`src/rtl/cfg_space_pkg.sv`:
```
package cfg_space_pkg;

  localparam int DWORD_W = 32;
  localparam int LANES   = DWORD_W / 8;

  // Expand active-low byte enables into a bit mask of enabled lanes.
  function automatic logic [DWORD_W-1:0] lane_mask(input logic [LANES-1:0] be_n);
    logic [DWORD_W-1:0] m;
    for (int i = 0; i < LANES; i++) m[i*8 +: 8] = {8{~be_n[i]}};
    return m;
  endfunction

  // Merge new data into old under lane enables and a per-bit write mask.
  function automatic logic [DWORD_W-1:0] merge_bytes(
    input logic [DWORD_W-1:0] old_v,
    input logic [DWORD_W-1:0] new_v,
    input logic [LANES-1:0]   be_n,
    input logic [DWORD_W-1:0] wmask
  );
    logic [DWORD_W-1:0] m;
    m = lane_mask(be_n) & wmask;
    return (old_v & ~m) | (new_v & m);
  endfunction

  // Writable base bits of a BAR of 2**size_log2 bytes.
  function automatic logic [DWORD_W-1:0] bar_base_mask(input int size_log2, input bit is_io);
    logic [DWORD_W-1:0] m;
    m = {DWORD_W{1'b1}} << size_log2;
    if (is_io) m = m & ~32'h0000_0003;
    else       m = m & ~32'h0000_000F;
    return m;
  endfunction

  // Hard-wired low attribute bits of a BAR (I/O space indicator).
  function automatic logic [DWORD_W-1:0] bar_attr_bits(input bit is_io);
    return is_io ? 32'h0000_0001 : 32'h0000_0000;
  endfunction

endpackage

```
`src/rtl/cfg_cmd_status.sv`:
```
module cfg_cmd_status
  import cfg_space_pkg::*;
#(
  parameter logic [15:0] CMD_WMASK = 16'h0147
) (
  input  logic               clk,
  input  logic               rst_n,
  input  logic               wr_hit,
  input  logic [DWORD_W-1:0] wdata,
  input  logic [LANES-1:0]   be_n,
  input  logic               par_err_evt,
  input  logic               sys_err_evt,
  output logic [15:0]        cmd_q,
  output logic [15:0]        stat_q
);

  logic        det_pe_q, sig_se_q;
  logic        clr_pe, clr_se;
  logic [15:0] cmd_next;

  // Clear requests (write-one-to-clear through byte lane 3).
  assign clr_pe = wr_hit && !be_n[3] && wdata[31];
  assign clr_se = wr_hit && !be_n[3] && wdata[30];

  always_comb begin
    logic [DWORD_W-1:0] merged;
    merged   = merge_bytes({16'h0, cmd_q}, wdata, be_n, {16'h0, CMD_WMASK});
    cmd_next = merged[15:0];
  end

  always_ff @(posedge clk) begin
    if (!rst_n) begin
      cmd_q    <= '0;
      det_pe_q <= 1'b0;
      sig_se_q <= 1'b0;
    end else begin
      if (wr_hit) cmd_q <= cmd_next;
      det_pe_q <= par_err_evt | (det_pe_q & ~clr_pe);
      sig_se_q <= sys_err_evt | (sig_se_q & ~clr_se);
    end
  end

  assign stat_q = {det_pe_q, sig_se_q, 14'h0000};

  p_pe_set_r5: assert property (@(posedge clk) disable iff (!rst_n)
    par_err_evt |=> det_pe_q);
  p_se_set_r6: assert property (@(posedge clk) disable iff (!rst_n)
    sys_err_evt |=> sig_se_q);
  p_pe_sticky_r5: assert property (@(posedge clk) disable iff (!rst_n)
    (det_pe_q && !clr_pe) |=> det_pe_q);
  p_pe_clear_r7: assert property (@(posedge clk) disable iff (!rst_n)
    (clr_pe && !par_err_evt) |=> !det_pe_q);
  p_set_wins_r8: assert property (@(posedge clk) disable iff (!rst_n)
    (clr_se && sys_err_evt) |=> sig_se_q);
  p_cmd_hold_r13: assert property (@(posedge clk) disable iff (!rst_n)
    !wr_hit |=> $stable(cmd_q));

endmodule

```
`src/rtl/cfg_bar.sv`:
```
module cfg_bar
  import cfg_space_pkg::*;
#(
  parameter int SIZE_LOG2 = 12,
  parameter bit IS_IO     = 1'b0
) (
  input  logic               clk,
  input  logic               rst_n,
  input  logic               wr_hit,
  input  logic [DWORD_W-1:0] wdata,
  input  logic [LANES-1:0]   be_n,
  output logic [DWORD_W-1:0] bar_val
);

  localparam logic [DWORD_W-1:0] BASE_MASK = bar_base_mask(SIZE_LOG2, IS_IO);
  localparam logic [DWORD_W-1:0] ATTR      = bar_attr_bits(IS_IO);

  logic [DWORD_W-1:0] base_q;

  always_ff @(posedge clk) begin
    if (!rst_n)      base_q <= '0;
    else if (wr_hit) base_q <= merge_bytes(base_q, wdata, be_n, BASE_MASK);
  end

  assign bar_val = (base_q & BASE_MASK) | ATTR;

  p_bar_hold_r13: assert property (@(posedge clk) disable iff (!rst_n)
    !wr_hit |=> $stable(bar_val));
  p_bar_low_r9: assert property (@(posedge clk) disable iff (!rst_n)
    wr_hit |=> ((bar_val & ~BASE_MASK) == ATTR));

endmodule

```
`src/rtl/cfg_rd_mux.sv`:
```
module cfg_rd_mux
  import cfg_space_pkg::*;
#(
  parameter int          IDX_W       = 8,
  parameter logic [15:0] VENDOR_ID   = 16'h1AB5,
  parameter logic [15:0] DEVICE_ID   = 16'h7C02,
  parameter logic [7:0]  REVISION_ID = 8'h03,
  parameter logic [23:0] CLASS_CODE  = 24'h118000
) (
  input  logic [IDX_W-1:0]   idx,
  input  logic [15:0]        cmd,
  input  logic [15:0]        stat,
  input  logic [DWORD_W-1:0] bar0,
  input  logic [DWORD_W-1:0] bar1,
  output logic [DWORD_W-1:0] rdata
);

  always_comb begin
    unique case (idx)
      IDX_W'(0): rdata = {DEVICE_ID, VENDOR_ID};
      IDX_W'(1): rdata = {stat, cmd};
      IDX_W'(2): rdata = {CLASS_CODE, REVISION_ID};
      IDX_W'(4): rdata = bar0;
      IDX_W'(5): rdata = bar1;
      default:   rdata = '0;
    endcase
  end

endmodule

```
`src/rtl/cfg_space.sv`:
```
module cfg_space
  import cfg_space_pkg::*;
#(
  parameter int          IDX_W         = 8,
  parameter logic [15:0] VENDOR_ID     = 16'h1AB5,
  parameter logic [15:0] DEVICE_ID     = 16'h7C02,
  parameter logic [7:0]  REVISION_ID   = 8'h03,
  parameter logic [23:0] CLASS_CODE    = 24'h118000,
  parameter logic [15:0] CMD_WMASK     = 16'h0147,
  parameter int          BAR0_SIZE_LOG2 = 12,
  parameter int          BAR1_SIZE_LOG2 = 8
) (
  input  logic             clk,
  input  logic             rst_n,
  input  logic [IDX_W-1:0] cfg_idx,
  input  logic [31:0]      cfg_wdata,
  input  logic [3:0]       cfg_be_n,
  input  logic             cfg_we,
  input  logic             par_err_evt,
  input  logic             sys_err_evt,
  output logic [31:0]      cfg_rdata,
  output logic             io_en,
  output logic             mem_en,
  output logic             perr_resp,
  output logic             serr_en,
  output logic [31:0]      bar0,
  output logic [31:0]      bar1
);

  localparam int NUM_BARS = 2;
  localparam int BAR_IDX0 = 4;

  logic [15:0]                      cmd_q, stat_q;
  logic                             cmd_wr_hit;
  logic [NUM_BARS-1:0]              bar_wr_hit;
  logic [NUM_BARS-1:0][DWORD_W-1:0] bar_vals;
  logic                             idx_mapped;

  assign cmd_wr_hit = cfg_we && (cfg_idx == IDX_W'(1));
  assign idx_mapped = (cfg_idx == IDX_W'(0)) || (cfg_idx == IDX_W'(1)) ||
                      (cfg_idx == IDX_W'(2)) || (cfg_idx == IDX_W'(4)) ||
                      (cfg_idx == IDX_W'(5));

  cfg_cmd_status #(.CMD_WMASK(CMD_WMASK)) u_cmd_status (
    .clk         (clk),
    .rst_n       (rst_n),
    .wr_hit      (cmd_wr_hit),
    .wdata       (cfg_wdata),
    .be_n        (cfg_be_n),
    .par_err_evt (par_err_evt),
    .sys_err_evt (sys_err_evt),
    .cmd_q       (cmd_q),
    .stat_q      (stat_q)
  );

  for (genvar g = 0; g < NUM_BARS; g++) begin : g_bar
    localparam int SZ    = (g == 0) ? BAR0_SIZE_LOG2 : BAR1_SIZE_LOG2;
    localparam bit IS_IO = (g == 1);
    assign bar_wr_hit[g] = cfg_we && (cfg_idx == IDX_W'(BAR_IDX0 + g));
    cfg_bar #(.SIZE_LOG2(SZ), .IS_IO(IS_IO)) u_bar (
      .clk     (clk),
      .rst_n   (rst_n),
      .wr_hit  (bar_wr_hit[g]),
      .wdata   (cfg_wdata),
      .be_n    (cfg_be_n),
      .bar_val (bar_vals[g])
    );
  end

  cfg_rd_mux #(
    .IDX_W(IDX_W), .VENDOR_ID(VENDOR_ID), .DEVICE_ID(DEVICE_ID),
    .REVISION_ID(REVISION_ID), .CLASS_CODE(CLASS_CODE)
  ) u_rd_mux (
    .idx   (cfg_idx),
    .cmd   (cmd_q),
    .stat  (stat_q),
    .bar0  (bar_vals[0]),
    .bar1  (bar_vals[1]),
    .rdata (cfg_rdata)
  );

  assign io_en     = cmd_q[0];
  assign mem_en    = cmd_q[1];
  assign perr_resp = cmd_q[6];
  assign serr_en   = cmd_q[8];
  assign bar0      = bar_vals[0];
  assign bar1      = bar_vals[1];

  p_unmapped_zero_r12: assert property (@(posedge clk) disable iff (!rst_n)
    !idx_mapped |-> (cfg_rdata == 32'h0));
  p_unmapped_wr_r12: assert property (@(posedge clk) disable iff (!rst_n)
    (cfg_we && !idx_mapped) |=> ($stable(cmd_q) && $stable(bar_vals)));
  p_bar_out_r11: assert property (@(posedge clk) disable iff (!rst_n)
    (cfg_idx == IDX_W'(4)) |-> (cfg_rdata == bar0));

endmodule

```
`config.mk`:
```
export PLATFORM = sky130hd
export DESIGN_NAME = cfg_space
export DESIGN_NICKNAME = d
export VERILOG_FILES = /design/src/rtl/cfg_space_pkg.sv /design/src/rtl/cfg_cmd_status.sv /design/src/rtl/cfg_bar.sv /design/src/rtl/cfg_rd_mux.sv /design/src/rtl/cfg_space.sv
export SDC_FILE = /design/constraint.sdc
export NUM_CORES = 1
export LEC_CHECK = 0
export ABC_AREA = 1
export ABC_CLOCK_PERIOD_IN_PS = 1200
export CAP_MARGIN = 5
export CORE_ASPECT_RATIO = 0.5
export CORE_MARGIN = 2
export CORE_UTILIZATION = 63
export CTS_BUF_LIST = sky130_fd_sc_hd__clkbuf_16
export DETAILED_ROUTE_END_ITERATION = 7
export DONT_BUFFER_PORTS = 1
export PLACE_DENSITY_LB_ADDON = 0.25
export RECOVER_POWER = 25
export SETUP_SLACK_MARGIN = 0.2
export SYNTH_ARGS = -nofsm -noshare
export SYNTH_HDL_FRONTEND = slang
export SYNTH_SLANG_ARGS = --single-unit
```
`constraint.sdc`:
```
create_clock -name clk -period 1.2 [get_ports clk]
set_input_delay 0.18 -clock clk [delete_from_list [all_inputs] [get_ports clk]]
set_output_delay 0.18 -clock clk [all_outputs]
set_load 0.1 [all_outputs]
```
==> results of run 1 <==
[cells by family after synthesis]
family / after synthesis / share of synthesized area
buffers and inverters: 83 / 0.165
DFF: 51 / 0.371
and+or+nand+nor: 207 / 0.361
AOI/OAI and AO/OA: 53 / 0.100
other: 2 / 0.00273
[stage by stage]
step | instance area, um^2 | setup slack [ns] | hold WS (ns)
3_3_place_gp | 4240 | -0.212 | 0.296
2_1_floorplan | 3230 | -1.27 | 0.313
==> metrics.yaml, run 1 <==
outcome: "stopped before the end"
failing_step: "detailed placement"
error: "[ERROR DPL-0038] Utilization greater than 100%, impossible to legalize"
seq_area_frac_synth: 0.371
synth_area_leader_cell: "dfxtp_1"
syn_avg_cell_area_um2: 6.95
yosysMostFrequentCell: "nand2_1"
fp.dieW_um: 97.5
start_util: 0.681
synth-edff-count: 0
fp.dieH_um: 50.7
async_flop_share: 0
yosysUniqueCellTypes: 28
io_pins: 149
placementRows: 16
gp_congestion: 0.889
synth-seq-cells: 51
numPortBuffers: 0
synth_ff_type: "dfxtp_1"
synth_commonest_cells: "nand2_1, nor2_1, dfxtp_1"
postSynthCellCount: 396
yosys.area.top_type_share: 0.371
synthTopCellsByArea: "dfxtp_1, nand2_1, nor2_1"
yosys_warnings: 0
syn_area_mm2: 0.00275
==> inputs of run 2 (changes only) <==
--- a/config.mk
+++ b/config.mk
@@ -8,15 +8,12 @@
 export ABC_AREA = 1
 export ABC_CLOCK_PERIOD_IN_PS = 1200
 export CAP_MARGIN = 5
-export CORE_ASPECT_RATIO = 0.5
 export CORE_MARGIN = 2
-export CORE_UTILIZATION = 63
-export CTS_BUF_LIST = sky130_fd_sc_hd__clkbuf_16
+export CORE_UTILIZATION = 40
 export DETAILED_ROUTE_END_ITERATION = 7
 export DONT_BUFFER_PORTS = 1
-export PLACE_DENSITY_LB_ADDON = 0.25
+export PLACE_DENSITY_LB_ADDON = 0.15
 export RECOVER_POWER = 25
-export SETUP_SLACK_MARGIN = 0.2
 export SYNTH_ARGS = -nofsm -noshare
 export SYNTH_HDL_FRONTEND = slang
 export SYNTH_SLANG_ARGS = --single-unit
==> metrics.yaml, run 2 <==
synthTopCellsByArea: "dfxtp_1, nand2_1, nor2_1"
yosys.area.top_type_share: 0.371  # unchanged
cts.sinks: 51
synth_ff_type: "dfxtp_1"
violations: "setup timing"
first_iter_violations: 94
cp_max_fo: 5
timing_worst_setup_path_type: "in2out"
leakage_nw: 2.25
grt_start_max_net_pins: 32
gp_congestion: 0.833  # -6.3%
endpoint_kind: "output pin"
crit_buf_inv: 1
synth_commonest_cells: "nand2_1, nor2_1, dfxtp_1"
io_pins: 149  # unchanged
area_delta_synth_final_pct: 71.9
finalCritPeriodShare: 1.18
final_cell_area_mm2: 0.00473
cp_slowest_stage_delay_ns: 0.29
synth_area_leader_cell: "dfxtp_1"
yosysMostFrequentCell: "nand2_1"
dr.pass1.iters: 4
setup_violations: 31
synth-edff-count: 0  # unchanged
hold_viol: 0
outcome: "finished, violations left"
layout_common_cells: "nand2_1, buf_4, nor2_1"
grt_antenna_before_repair: 0
clock_path_buffers: 2
cp.required_ns: 1.02
drv_cap: 0
hpwl_um: 6140
power_density_mw_per_mm2: 685
numPortBuffers: 0  # unchanged
wl_per_cell_um: 14.4
vias: 2913
slew_violations: 0
clk_pin_slew_ns: 0.10
start_kind: "input port"
ir_drop_v: 0.000552
ctsHtreeMaxLevel: 2
dp_slack_ns: -0.248
worst_slack_ns: -0.212
synth-seq-cells: 51  # unchanged
crit_slowest_cell: "and2_4"
critPathTopFamily: "simple AND/OR/NAND/NOR gates"
max_clock_freq_mhz: 708
placementRows: 30  # +14
tritoncts: "built"
fp.dieH_um: 87.0  # +71%
arrival_ns: 1.23
regArea_mm2: 0.00109
die-area_mm2: 0.00756
syn_avg_cell_area_um2: 6.95  # unchanged
drive_above_1_share: 0.492
drc: 0
core_area_mm2: 0.00672
syn_area_mm2: 0.00275  # unchanged
setup_tns_ns: -5.19
fill_cells: 525
fin_skew_ns: 0
avgViaCountPerCell: 4.94
dpl_cell_area_mm2: 0.00423
async_flop_share: 0  # unchanged
seq_area_frac_synth: 0.371  # unchanged
antenna_cells: 0
final_common_cell: "nand2_1"
worstPathCellList: "nor2_4, nand2_4, inv_2, nand4_1, and2_4, nand3_4"
fin_crit_ns: 1.41
numCtsBuffers: 5
yosys_warnings: 0  # unchanged
worstSkewPairLatency_ns: 0.30
wirelength_um: 8490
rsz0062_at_grt: "true"
start_util: 0.410  # -0.271
drtAntennaViolNets: 0
final_util: 0.704
grt_pass1_vias: 2789
fp.dieW_um: 87.0  # -11%
root_buffer: "clkbuf_8"
hp-class: "in2reg"
fin_total_pwr_mw: 3.24
postSynthCellCount: 396  # unchanged
grt_use_total: 0.221
grt-ovfl-total: 0
yosysUniqueCellTypes: 28  # unchanged
grt_pass1_wl_um: 13400
multi_input_area_mm2: 0.00176
fin_nets: 558
[run 2: cell counts after synthesis]
Identical to the previous run, type by type.
[run 2: logic make-up (layout without fill, tap and decap cells)]
logic type,after synthesis,after routing,synth area share
AND/OR/NAND/NOR,207,207,0.361
buffers and inverters,83,178,0.165
AO/OA/AOI/OAI,53,53,0.100
flip-flops,51,51,0.371
other,2,21,0.00273
[run 2: path summary, 6_finish.rpt]
| kind | startpoint | endpoint | slack [ns] | depth (start not counted) |
|---|---|---|---|---|
| max | cfg_idx[4] | cfg_rdata[28] | -0.21 | 6 |
| min | cfg_wdata[25] | flop | 0.004 | 2 |
| max reg2reg | flop | flop | 0.25 | 3 |
| min reg2reg | u_cmd_status.det_pe_q$_SDFF_PN0_ | u_cmd_status.det_pe_q$_SDFF_PN0_ | 0.47 | 2 |
[run 2: metal layers]
metal / GRT usage / wire [um] / vias to the layer above
met5: 0 / 0 / -
met1: 0.285 / 3620 / 1353
met2: 0.361 / 4060 / 104
met3: 0.0664 / 702 / 12
li1: - / - / 1444
met4: 0.0582 / 110 / 0
[run 2: through the flow]
stage          instances  hold WS, ns
2_1_floorplan        415        0.314
3_3_place_gp         563        0.298
3_5_place_dp         563        0.301
4_1_cts              581     0.000959
5_1_grt              590      0.00141
6_report             590      0.00382
[run 2: repair_timing]
| action | 4_1_cts | 5_1_grt |
|---|---|---|
| pin swaps | 11 | 5 |
| endpoints found under the setup margin | 31 | 37 |
| hold buffers | 2 | 5 |
| endpoints found under the hold margin | 28 | 5 |
| setup buffers | 10 | 5 |
| resized for setup | 56 | 10 |
| cloned | 0 | 0 |
[run 2: final cells by class]
type	instances	share of cell area
repair buffers	127	0.318
well taps	80	0.0212
flip-flops and latches	51	0.230
clock inverters	3	0.00397
inverters	43	0.0410
multi-input cells	281	0.372
clock buffers	5	0.0145
[run 2: power by group]
group	internal (mW)	total, mW	switching, mW	leakage (nW)
registers	1.69	1.70	0.00414	0.437
logic	0.0909	0.518	0.427	1.76
clock network	0.413	1.03	0.614	0.0483
Note: power is estimated with default switching activity, not from simulation.
==> inputs of run 3 (changes only) <==
--- a/config.mk
+++ b/config.mk
@@ -7,8 +7,8 @@
 export LEC_CHECK = 0
 export ABC_AREA = 1
 export ABC_CLOCK_PERIOD_IN_PS = 1200
-export CAP_MARGIN = 5
-export CORE_MARGIN = 2
+export CAP_MARGIN = 30
+export CORE_MARGIN = 1.5
 export CORE_UTILIZATION = 40
 export DETAILED_ROUTE_END_ITERATION = 7
 export DONT_BUFFER_PORTS = 1
@@ -16,4 +16,5 @@
 export RECOVER_POWER = 25
 export SYNTH_ARGS = -nofsm -noshare
 export SYNTH_HDL_FRONTEND = slang
+export SYNTH_HIERARCHICAL = 1
 export SYNTH_SLANG_ARGS = --single-unit
==> metrics.yaml, run 3 <==
yosys.area.top_type_share: 0.281  # -0.0898
yosysUniqueCellTypes: 20  # -29%
slew_violations: 0  # unchanged
clock_path_buffers: 2  # unchanged
io_pins: 149  # unchanged
fp.dieH_um: 98.3  # +13%
max_clock_freq_mhz: 754  # +6.5%
crit_cells: 8  # +2
vias: 3784  # +30%
yosys_warnings: 6  # +6
worst_slack_ns: -0.126  # +0.0863 ns
clk_pin_slew_ns: 0.09  # about the same
outcome: "finished, violations left"
dp_cells: 762  # +35%
critPathTopFamily: "simple AND/OR/NAND/NOR gates"
dr.pass1.iters: 4  # unchanged
drtAntennaViolNets: 0  # unchanged
area_delta_synth_final_pct: 59.0
layout_common_cells: "nor2_1, nand2_1, nand3_1"
grt_use_total: 0.240  # +0.0189
tightest_slew_ns: 0.518
start_kind: "input port"
cp_max_fo: 13  # +8
arrival_ns: 1.15  # -0.08 ns
tritoncts: "built"
cts.sinks: 51  # unchanged
fin_nets: 726  # +30%
worstSkewPairLatency_ns: 0.30  # about the same
async_flop_share: 0  # unchanged
cp_slowest_stage_delay_ns: 0.23  # -0.06 ns
start_util: 0.414  # +0.00479
setup_tns_ns: -1.54  # +3.66 ns
setup_violations: 33  # +6.5%
wl_per_cell_um: 15.1  # +4.7%
grt_start_max_net_pins: 50  # +56%
worstPathCellList: "clkinv_8, buf_6, nand2_1, nor2_1, nand2_1, nand2_2, nor2_4, nand2_8"
hpwl_um: 8690  # +42%
rsz0062_at_grt: "true"
postSynthCellCount: 599  # +51%
grt-ovfl-total: 0  # unchanged
r2r_cells: 3  # unchanged
endpoint_kind: "output pin"
numCtsBuffers: 5  # unchanged
final_cells: 786  # +33%
fin_skew_ns: 0  # unchanged
wirelength_um: 11800  # +39%
synth_ff_type: "dfxtp_1"
die-area_mm2: 0.00966  # +28%
gp_congestion: 0.886  # +6.3%
root_buffer: "clkbuf_8"
grt_pass1_vias: 3779  # +35%
power_density_mw_per_mm2: 614  # -10%
hold_path_depth: 2  # unchanged
synth_commonest_cells: "nand3_1, nand2_1, nor2_1"
fin_crit_ns: 1.33  # -0.0863 ns
syn_area_mm2: 0.00363  # +32%
avgViaCountPerCell: 4.81  # -2.5%
timing_worst_setup_path_type: "in2out"
placementRows: 34  # +13%
synth_area_leader_cell: "dfxtp_1"
ir_drop_v: 0.000497  # -9.9%
slew_headroom: 0.652
grt_antenna_before_repair: 0  # unchanged
yosysMostFrequentCell: "nand3_1"
crit_top_cell: "nand2_1"
synth-edff-count: 0  # unchanged
drv_cap: 0  # unchanged
final_common_cell: "nor2_1"
hold_buffers: 1  # -1
synth-seq-cells: 51  # unchanged
synthTopCellsByArea: "dfxtp_1, nand3_1, nand2_1"
ctsHtreeMaxLevel: 2  # unchanged
cp.required_ns: 1.02  # about the same
antenna_cells: 0  # unchanged
violations: "hold timing, setup timing"
drc: 0  # unchanged
drive_above_1_share: 0.410  # -0.0821
crit_slowest_cell: "buf_6"
core_area_mm2: 0.00876  # +30%
cp-startpoint: "cfg_idx[0]"
syn_avg_cell_area_um2: 6.06  # -13%
first_iter_violations: 135  # +44%
seq_area_frac_synth: 0.281  # -0.0898
fp.dieW_um: 98.3  # +13%
crit_end: "cfg_rdata[0]"
hp-class: "in2reg"
holdWs_ns: -0.00911  # -0.0129 ns
leakage_nw: 2.70  # +20%
hold_viol: 7  # +7
reg2reg_slack_ns: 0.27  # +0.02 ns
crit_buf_inv: 2  # +1
numPortBuffers: 0  # unchanged
grt_pass1_wl_um: 18700  # +40%
finalCritPeriodShare: 1.10  # -0.0719
-- run 3: worst min path at each step --
| stage | startpoint | to | slack, ns |
|---|---|---|---|
| final | rst_n | flop | -0.009 |
| after global routing | rst_n | flop | -0.04 |
| after CTS | rst_n | flop | -0.03 |
| after detailed placement | rst_n | flop | 0.31 |
| after global placement | rst_n | flop | 0.31 |
| after floorplan | rst_n | flop | 0.29 |
-- run 3: logic make-up (layout without fill, tap and decap cells) --
family,count (synthesis),count (layout),synth area share
AO/OA/AOI/OAI,22,22,0.0427
buffers and inverters,157,195,0.228
flip-flops,51,51,0.281
other,4,45,0.00413
AND/OR/NAND/NOR,365,365,0.444
-- run 3: worst register-to-register path, stage by stage, from the launching register on --
cell and delay (ns):
dfxtp_4 0.38, buf_4 0.29, nor2_1 0.08, nor2_1 0.12
-- run 3: cell type report --
| cell class | instances | area, um^2 |
|---|---|---|
| Fill cell | 753 | 2990 |
| Tap cell | 108 | 135 |
| Clock buffer | 7 | 76.3 |
| Timing Repair Buffer | 102 | 1080 |
| Inverter | 85 | 387 |
| Multi-Input combinational cell | 432 | 2870 |
| Clock inverter | 1 | 30.0 |
| Sequential cell | 51 | 1200 |
-- run 3: repair_timing --
action,CTS,global route
cloned,2,2
pin swaps,12,22
hold endpoints to repair,44,42
setup buffers,7,5
endpoints found under the setup margin,31,32
gates resized for setup,28,49
-- run 3: routing by layer --
| layer | part of all wire | track usage | up-vias | wire length (um) |
|---|---|---|---|---|
| met5 | 0 | 0 | - | 0 |
| met4 | 0.015 | 0.0715 | 0 | 172 |
| met3 | 0.072 | 0.0687 | 15 | 857 |
| met2 | 0.50 | 0.411 | 118 | 5910 |
| met1 | 0.41 | 0.292 | 1714 | 4900 |
| li1 | - | - | 1937 | - |
-- run 3: stage by stage --
step	setup WS [ns]	power (mW)	hold WS [ns]	util	area (um^2)
after CTS	-0.0801	3.52	-0.0287	0.628	5510
final	-0.126	3.55	-0.00911	0.659	5780
after detailed placement	-0.178	2.30	0.307	0.592	5180
after global routing	-0.188	3.68	-0.0355	0.659	5780
after floorplan	-0.0447	2.37	0.291	-	4750
after global placement	-0.134	2.30	0.305	0.592	5180
-- run 3: report_power, final --
part / internal, mW / switching, mW
registers: 1.59 / 0.00828
clock network: 0.625 / 0.569
logic: 0.162 / 0.589
==> inputs of run 4 (changes only) <==
--- a/config.mk
+++ b/config.mk
@@ -6,7 +6,7 @@
 export NUM_CORES = 1
 export LEC_CHECK = 0
 export ABC_AREA = 1
-export ABC_CLOCK_PERIOD_IN_PS = 1200
+export ABC_CLOCK_PERIOD_IN_PS = 1600
 export CAP_MARGIN = 30
 export CORE_MARGIN = 1.5
 export CORE_UTILIZATION = 40
@@ -14,6 +14,7 @@
 export DONT_BUFFER_PORTS = 1
 export PLACE_DENSITY_LB_ADDON = 0.15
 export RECOVER_POWER = 25
+export SKIP_LAST_GASP = 1
 export SYNTH_ARGS = -nofsm -noshare
 export SYNTH_HDL_FRONTEND = slang
 export SYNTH_HIERARCHICAL = 1
==> constraint.sdc (replaced) <==
create_clock -name clk -period 1.6 [get_ports clk]
set_input_delay 0.24 -clock clk [delete_from_list [all_inputs] [get_ports clk]]
set_output_delay 0.24 -clock clk [all_outputs]
set_load 0.1 [all_outputs]
==> metrics.yaml, run 4 (same netlist as run 3, synthesis figures left out) <==
root_buffer: "clkbuf_8"
first_iter_violations: 116  # -14%
placementRows: 34  # unchanged
ir_drop_v: 0.000376  # -24%
final_util: 0.557  # -0.102
fin_crit_ns: 1.54
grt_use_total: 0.231  # -0.00953
grt_pass1_wl_um: 18100  # -3.2%
grt_antenna_before_repair: 0  # unchanged
dp_cells: 776  # +1.8%
gp_congestion: 0.871  # -1.7%
cp.required_ns: 1.36  # +0.34 ns
worstSkewPairLatency_ns: 0.29  # about the same
clock_path_buffers: 2  # unchanged
fin_nets: 726  # unchanged
post_cts_resized: 0  # -100%
fp.dieH_um: 98.3  # unchanged
grt_start_max_net_pins: 50  # unchanged
drv_cap: 0  # unchanged
arrival_ns: 1.30  # +0.15 ns
final_common_cell: "nor2_1"
start_kind: "input port"
max_clock_freq_mhz: 650
grt_pass1_vias: 3649  # -3.4%
slew_violations: 0  # unchanged
drive_above_1_share: 0.305  # -0.105
numCtsBuffers: 5  # unchanged
core_area_mm2: 0.00876  # unchanged
antenna_cells: 0  # unchanged
power_density_mw_per_mm2: 577  # -6.0%
hp-class: "in2reg"
drc: 0  # unchanged
fp.dieW_um: 98.3  # unchanged
cts.sinks: 51  # unchanged
outcome: "finished, final reports clean"
cp_max_fo: 8  # -5
start_util: 0.414  # unchanged
finalCritPeriodShare: 0.961
endpoint_kind: "output pin"
worst_slack_ns: 0.0618  # +0.187 ns
io_pins: 149  # unchanged
ctsHtreeMaxLevel: 2  # unchanged
slew_headroom: 0.595  # -0.0572
tritoncts: "built"
avgViaCountPerCell: 4.71  # -2.1%
tightest_slew_ns: 0.604  # +0.0865 ns
area_delta_synth_final_pct: 34.3
hold_viol: 0  # -7
timing_worst_setup_path_type: "in2out"
wirelength_um: 11200  # -5.4%
rsz0062_at_grt: "false"
vias: 3703  # -2.1%
hpwl_um: 8630  # -0.59%
wl_per_cell_um: 14.3  # -5.4%
dp_slack_ns: -0.00155  # +0.176 ns
final_cells: 786  # unchanged
fin_skew_ns: 0  # unchanged
die-area_mm2: 0.00966  # unchanged
drtAntennaViolNets: 0  # unchanged
hold_buffers: 0  # -1
grt-ovfl-total: 0  # unchanged
layout_common_cells: "nor2_1, nand3_1, nand2_1"
leakage_nw: 2.49  # -7.9%
dr.pass1.iters: 4  # unchanged
clk_pin_slew_ns: 0.11  # +0.02 ns
numPortBuffers: 0  # unchanged
setup_violations: 0  # -100%
-- run 4: cell count changes in the layout (fill, tap and decap cells not counted), moves of 13 or more --
cell | previous run | this run
buf_12 | 19 | 36
buf_4 | 69 | 43
clkbuf_2 | 0 | 22
dfxtp_2 | 3 | 46
dfxtp_4 | 47 | 0
inv_1 | 67 | 80
nand2_1 | 83 | 100
nand2_2 | 9 | 22
nand2_4 | 16 | 0
nand2_8 | 14 | 0
nand3_1 | 82 | 105
nand3_4 | 22 | 0
-- run 4: worst max-delay path, cell delays in order --
cell,delay (ns)
nor2_1,0.12
nand2_2,0.09
buf_4,0.17
nor2_4,0.27
a21oi_1,0.13
nand2_2,0.10
buf_12,0.17
-- run 4: area by class of cell --
cell class,count,area [um^2]
Inverter,85,320
Clock inverter,2,60.1
Multi-Input combinational cell,432,2060
Sequential cell,51,1080
Timing Repair Buffer,102,1160
Clock buffer,6,72.6
Fill cell,914,3880
Tap cell,108,135
-- run 4: per-stage QoR --
step                      total power, mW  area (um^2)  setup TNS, ns  hold slack (ns)
after floorplan                      1.80         3960         -0.212            0.353
after global placement               1.76         4800              0            0.359
after detailed placement             1.77         4800       -0.00155            0.362
after CTS                            2.82         4930              0           0.0281
after global routing                 2.91         4880              0           0.0189
final                                2.82         4880              0           0.0356
-- run 4: power by group --
part	switching, mW	leakage, nW	internal (mW)	total, mW
sequential	0.00296	0.435	1.27	1.28
clock	0.445	0.0654	0.626	1.07
combinational	0.387	1.99	0.0829	0.470
-- run 4: final timing paths --
path	startpoint	endpoint	slack, ns	cells after the start
worst min register to register	u_cmd_status/det_pe_q$_SDFF_PN0_	u_cmd_status/det_pe_q$_SDFF_PN0_	0.47	2
worst min-delay path	rst_n	flop	0.04	2
worst max register to register	flop	flop	0.49	3
worst max-delay path	cfg_idx[5]	cfg_rdata[1]	0.06	7
-- run 4: what timing repair did --
| action | CTS | global route |
|---|---|---|
| hold endpoints to repair | 0 | 0 |
| buffers inserted | 0 | 2 |
| endpoints found under the setup margin | 0 | 1 |
-- run 4: layer usage --
layer,global-route usage,share of wire
met2,0.408,0.49
met5,0,0
met1,0.283,0.43
met3,0.0587,0.069
met4,0.0466,0.0062
